<file path="config.mk">
export PLATFORM = sky130hd
export DESIGN_NAME = fau_async_cmd
export DESIGN_NICKNAME = d
export VERILOG_FILES = /design/src/rtl/fau_async_pkg.sv /design/src/rtl/fau_cmd_decode.sv /design/src/rtl/fau_result_fmt.sv /design/src/rtl/fau_seq_ctrl.sv /design/src/rtl/fau_async_cmd.sv
export SDC_FILE = /design/constraint.sdc
export NUM_CORES = 1
export LEC_CHECK = 0
export BUFFER_PORTS_ARGS = -buffer_cell sky130_fd_sc_hd__buf_2
export CAP_MARGIN = 20
export CORE_MARGIN = 2
export CORE_UTILIZATION = 52
export CTS_BUF_LIST = sky130_fd_sc_hd__clkbuf_4 sky130_fd_sc_hd__clkbuf_8
export DETAILED_ROUTE_END_ITERATION = 10
export MAX_ROUTING_LAYER = met4
export PLACE_DENSITY = 0.88
export SYNTH_ARGS = -nofsm -noshare
export SYNTH_HDL_FRONTEND = slang
export SYNTH_HIERARCHICAL = 1
export SYNTH_SLANG_ARGS = --single-unit
</file>
<file path="constraint.sdc">
create_clock -name clk -period 9.7 [get_ports clk]
set_input_delay 0.485 -clock clk [delete_from_list [all_inputs] [get_ports clk]]
set_output_delay 0.485 -clock clk [all_outputs]
set_load 0.01 [all_outputs]
</file>
<file path="src/rtl/fau_async_pkg.sv">
package fau_async_pkg;
  typedef enum logic [1:0] {
    SZ_BYTE = 2'd0,
    SZ_HALF = 2'd1,
    SZ_WORD = 2'd2,
    SZ_DBL  = 2'd3
  } op_size_e;

  typedef enum logic [1:0] {
    ST_IDLE  = 2'd0,
    ST_ISSUE = 2'd1,
    ST_WAIT  = 2'd2
  } seq_state_e;
endpackage

</file>
<file path="src/rtl/fau_cmd_decode.sv">
module fau_cmd_decode
  import fau_async_pkg::*;
#(
  parameter int WORD_W = 64,
  parameter int SLOT_W = 8,
  parameter int LEN_W  = 8,
  parameter int REG_AW = 11,
  parameter int INCR_W = 22
) (
  input  logic [WORD_W-1:0] cmd,
  output logic [SLOT_W-1:0] slot,
  output logic [REG_AW-1:0] reg_addr,
  output op_size_e          size,
  output logic              tagwait,
  output logic [WORD_W-1:0] incr,
  output logic              cmd_ok
);
  localparam int SLOT_LO = WORD_W - SLOT_W;
  localparam int LEN_LO  = SLOT_LO - LEN_W;
  localparam int SIZE_LO = REG_AW;
  localparam int TW_BIT  = REG_AW + 2;
  localparam int INCR_LO = TW_BIT + 1;

  logic [LEN_W-1:0]  len_f;
  logic [INCR_W-1:0] incr_f;
  logic              misaligned;

  always_comb begin
    slot     = cmd[WORD_W-1:SLOT_LO];
    len_f    = cmd[SLOT_LO-1:LEN_LO];
    incr_f   = cmd[INCR_LO+INCR_W-1:INCR_LO];
    tagwait  = cmd[TW_BIT];
    size     = op_size_e'(cmd[SIZE_LO+1:SIZE_LO]);
    reg_addr = cmd[REG_AW-1:0];
    incr     = {{(WORD_W-INCR_W){incr_f[INCR_W-1]}}, incr_f};
    case (size)
      SZ_BYTE: misaligned = 1'b0;
      SZ_HALF: misaligned = reg_addr[0];
      SZ_WORD: misaligned = |reg_addr[1:0];
      default: misaligned = |reg_addr[2:0];
    endcase
    cmd_ok = (len_f == LEN_W'(1)) && !misaligned;
  end
endmodule

</file>
<file path="src/rtl/fau_result_fmt.sv">
module fau_result_fmt
  import fau_async_pkg::*;
#(
  parameter int WORD_W = 64
) (
  input  op_size_e          size,
  input  logic              tagwait,
  input  logic              timeout,
  input  logic [WORD_W-1:0] raw,
  output logic [WORD_W-1:0] word
);
  always_comb begin
    if (tagwait && timeout) begin
      word = {1'b1, {(WORD_W-1){1'b0}}};
    end else begin
      case (size)
        SZ_BYTE: word = {{(WORD_W-8){raw[7]}},   raw[7:0]};
        SZ_HALF: word = {{(WORD_W-16){raw[15]}}, raw[15:0]};
        SZ_WORD: word = {{(WORD_W-32){raw[31]}}, raw[31:0]};
        default: word = raw;
      endcase
    end
  end
endmodule

</file>
<file path="src/rtl/fau_seq_ctrl.sv">
module fau_seq_ctrl
  import fau_async_pkg::*;
#(
  parameter int WORD_W = 64,
  parameter int SLOT_W = 8,
  parameter int REG_AW = 11
) (
  input  logic                clk,
  input  logic                rst,
  input  logic                cmd_valid,
  input  logic                cmd_ok,
  input  logic [SLOT_W-1:0]   d_slot,
  input  logic [REG_AW-1:0]   d_reg,
  input  op_size_e            d_size,
  input  logic                d_tagwait,
  input  logic [WORD_W-1:0]   d_incr,
  output logic                cmd_ready,
  output logic                be_req_valid,
  input  logic                be_req_ready,
  output logic [REG_AW-1:0]   q_reg,
  output op_size_e            q_size,
  output logic                q_tagwait,
  output logic [WORD_W-1:0]   q_incr,
  input  logic                be_rsp_valid,
  input  logic [WORD_W-1:0]   fmt_word,
  output logic                spm_wr_en,
  output logic [SLOT_W+2:0]   spm_wr_addr,
  output logic [WORD_W-1:0]   spm_wr_data,
  output logic                done,
  output logic                err_sticky
);
  seq_state_e state;

  assign cmd_ready    = (state == ST_IDLE);
  assign be_req_valid = (state == ST_ISSUE);

  always_ff @(posedge clk) begin
    if (rst) begin
      state      <= ST_IDLE;
      spm_wr_en  <= 1'b0;
      done       <= 1'b0;
      err_sticky <= 1'b0;
    end else begin
      spm_wr_en <= 1'b0;
      done      <= 1'b0;
      case (state)
        ST_IDLE: if (cmd_valid) begin
          if (cmd_ok) state <= ST_ISSUE;
          else        err_sticky <= 1'b1;
        end
        ST_ISSUE: if (be_req_ready) state <= ST_WAIT;
        ST_WAIT: if (be_rsp_valid) begin
          spm_wr_en <= 1'b1;
          done      <= 1'b1;
          state     <= ST_IDLE;
        end
        default: state <= ST_IDLE;
      endcase
    end
  end

  // Datapath registers without reset, loaded on accept or response.
  always_ff @(posedge clk) begin
    if (state == ST_IDLE && cmd_valid && cmd_ok) begin
      q_reg       <= d_reg;
      q_size      <= d_size;
      q_tagwait   <= d_tagwait;
      q_incr      <= d_incr;
      spm_wr_addr <= {d_slot, 3'b000};
    end
    if (state == ST_WAIT && be_rsp_valid) spm_wr_data <= fmt_word;
  end
endmodule

</file>
<file path="src/rtl/fau_async_cmd.sv">
module fau_async_cmd
  import fau_async_pkg::*;
#(
  parameter int WORD_W = 64,
  parameter int SLOT_W = 8,
  parameter int LEN_W  = 8,
  parameter int REG_AW = 11,
  parameter int INCR_W = 22
) (
  input  logic              clk,
  input  logic              rst,
  input  logic              cmd_valid,
  input  logic [63:0]       cmd_word,
  output logic              cmd_ready,
  output logic              be_req_valid,
  input  logic              be_req_ready,
  output logic [10:0]       be_req_reg,
  output logic [1:0]        be_req_size,
  output logic              be_req_tagwait,
  output logic [63:0]       be_req_incr,
  input  logic              be_rsp_valid,
  input  logic [63:0]       be_rsp_data,
  input  logic              be_rsp_timeout,
  output logic              spm_wr_en,
  output logic [10:0]       spm_wr_addr,
  output logic [63:0]       spm_wr_data,
  output logic              done,
  output logic              err_sticky
);
  logic [SLOT_W-1:0] d_slot;
  logic [REG_AW-1:0] d_reg;
  op_size_e          d_size, q_size;
  logic              d_tagwait, cmd_ok;
  logic [WORD_W-1:0] d_incr, fmt_word;

  fau_cmd_decode #(.WORD_W(WORD_W), .SLOT_W(SLOT_W), .LEN_W(LEN_W),
                   .REG_AW(REG_AW), .INCR_W(INCR_W)) u_dec (
    .cmd(cmd_word), .slot(d_slot), .reg_addr(d_reg), .size(d_size),
    .tagwait(d_tagwait), .incr(d_incr), .cmd_ok(cmd_ok)
  );

  fau_result_fmt #(.WORD_W(WORD_W)) u_fmt (
    .size(q_size), .tagwait(be_req_tagwait), .timeout(be_rsp_timeout),
    .raw(be_rsp_data), .word(fmt_word)
  );

  fau_seq_ctrl #(.WORD_W(WORD_W), .SLOT_W(SLOT_W), .REG_AW(REG_AW)) u_seq (
    .clk(clk), .rst(rst), .cmd_valid(cmd_valid), .cmd_ok(cmd_ok),
    .d_slot(d_slot), .d_reg(d_reg), .d_size(d_size), .d_tagwait(d_tagwait),
    .d_incr(d_incr), .cmd_ready(cmd_ready), .be_req_valid(be_req_valid),
    .be_req_ready(be_req_ready), .q_reg(be_req_reg), .q_size(q_size),
    .q_tagwait(be_req_tagwait), .q_incr(be_req_incr),
    .be_rsp_valid(be_rsp_valid), .fmt_word(fmt_word),
    .spm_wr_en(spm_wr_en), .spm_wr_addr(spm_wr_addr),
    .spm_wr_data(spm_wr_data), .done(done), .err_sticky(err_sticky)
  );

  assign be_req_size = q_size;
endmodule

</file>
==> reports/metrics.yaml <==
status: "finished, final reports clean"
synth_edf_count: 150
tritoncts: "built"
drtIter0Drc: 326
port_buffers: 276
synth_cell_types: 30
setup_tns_ns: 0
critPathBufInv: 1
dpl_cell_area_um2: 6930
pin_count: 292
hp-start: "cmd_word[57]"
die_w_um: 112
critPathMaxStageDelay_ns: 0.95
drcViolationCount: 0
antenna_found_initial: 0
slew_headroom_pct: 33.9
synth_warnings: 6
ctsResizeCount: 0
ir_drop_mv: 0.135
synthFlopType: "edfxtp_1"
hold_slack_ns: 0.218
p_per_area_nw_per_um2: 174
rsz0062_at_grt: "false"
crit_family: "flip-flops"
slew_violations: 0
hold_viol: 0
timing.rr.start: "u_seq/q_size[1]"
syn_area_um2: 6090
cp-start-kind: "register"
worstSetupPathType: "register to register"
wl_per_cell_um: 17.6
max_freq_ghz: 0.452
grt_pass1_vias: 3683
crit_arrival_ns: 2.52
firstDrtPassIters: 4
nets: 711
clock_skew_ns: 0.00851
start_util_pct: 53.4
path_cells: "mux2i_1, a211oi_4, buf_8, o21a_1"
yosysSeqAreaShare_pct: 75.3
hp-class: "primary input to register"
clock_latency_ns: 0.44
grtUsageTotal_pct: 20.5
ctsHoldBuffers: 0
cts_made_buffers: 17
worstMarginPinSlew_ns: 0.992
num_vias: 3681
fp.dieH_um: 112
fin_util_pct: 64.9
dpl.hpwl_mm: 8.79
coreArea_um2: 11400
cp.required_ns: 10.00
synth_cells: 381
drive_above_1_share_pct: 53.9
fin_area_um2: 7410
ant_nets: 0
grt_max_degree: 82
rows: 39
cts_htree_levels: 4
power.leakage_uw: 0.00298
synthArstFlopShare_pct: 0
timing.final.crit_share_pct: 22.8
setup_violations: 0
min_period_ns: 2.21
die_area_um2: 12600
fillers: 793
cts_root_buf: "clkbuf_8"
ys_ff_latch: 154
clockBufferDepth: 2
maxCapViolations: 0
clkSinkCount: 154
path_max_fanout: 29
wl_mm: 12.9
place_congestion: 0.817
n_antenna_cell: 0
avgSynthCellArea_um2: 16.0
endpoint_kind: "register"
cp_slowest_cell: "edfxtp_1"
grt_pass1_wl_mm: 18.9
area_growth_pct: 21.6
grt.overflow.total: 0
startpoint: "u_seq/q_size[1]"
yosysTopAreaCellShare_pct: 73.9
cts.reportedPaths.clkPinSlew_ns: 0.08
yosys.area.top_type: "edfxtp_1"
synthTopCellsByArea: "edfxtp_1 (74%), buf_4 (11%), o21a_1 (3.9%)"
post_cts.repair.setup_buffers: 0
viasPerCell: 5.02
[where the power goes]
part           leakage [uW]  internal, uW  switching [uW]
Sequential          0.00138           728           0.226
Combinational       0.00139          25.2            20.8
Clock              0.000210           280             231
Total               0.00298          1030             252
[cells in the final DEF (no fill, tap or decap), types with 2 or more instances in the layout]
cell type	n
a21oi_1	27
buf_2	276
buf_4	3
bufinv_16	4
clkbuf_8	17
clkinv_2	2
clkinv_4	4
clkinvlp_4	3
conb_1	3
dfxtp_1	4
edfxtp_1	150
inv_1	3
mux2i_1	2
nand2_1	18
nand3b_1	2
nor2_1	2
nor2b_1	9
o21a_1	32
o21ai_0	9
or2_1	2
[area by class of cell]
| type | instances | area [um^2] | share of cell area (%) |
|---|---|---|---|
| Clock buffer | 17 | 234 | 3.16 |
| Clock inverter | 15 | 200 | 2.70 |
| Inverter | 3 | 11.3 | 0.152 |
| Multi-Input combinational cell | 120 | 752 | 10.2 |
| Sequential cell | 154 | 4580 | 61.9 |
| Tap cell | 143 | 179 | 2.42 |
| Timing Repair Buffer | 281 | 1450 | 19.5 |
[Yosys cell counts, types with 2 or more instances]
library cell    n
clkbuf_1       10
buf_2           2
or2_1           2
nor2b_1         9
o21ai_0         9
nand2_1        18
nor2_1          3
nand3b_1        2
mux2i_1         2
edfxtp_1      150
inv_1           3
a21oi_1        27
o21a_1         32
buf_6           3
dfxtp_1         4
buf_4          91
[layer usage]
layer / track usage, % / routed length, um
met1: 22.7 / 4750
met2: 32.9 / 6520
met3: 7.83 / 1330
met4: 9.59 / 306
met5: - / 0
[metrics by stage]
step / worst slack (ns) / cells / total power [uW]
floorplan: 5.99 / 383 / 783
detailed placement: 7.03 / 699 / 788
CTS: 7.00 / 731 / 1300
global placement: 7.12 / 699 / 785
finish: 7.49 / 733 / 1290
global route: 7.35 / 733 / 1330
[cell families after synthesis]
family	count (synthesis)	synth area share, %
other cells	1	0.0616
compound gates	72	7.66
buf+inv	109	12.7
mux	2	0.329
simple gates	43	3.96
flops	154	75.3
[worst paths after layout]
kind                            to  slack [ns]  depth (start not counted)
max reg2reg  u_seq/spm_wr_data[38]        7.49                          4
max          u_seq/spm_wr_data[38]        7.49                          4
min reg2reg       u_seq/err_sticky        0.47                          2
min           u_seq/spm_wr_addr[4]        0.22                          1
(Power assumes the default switching activity.)
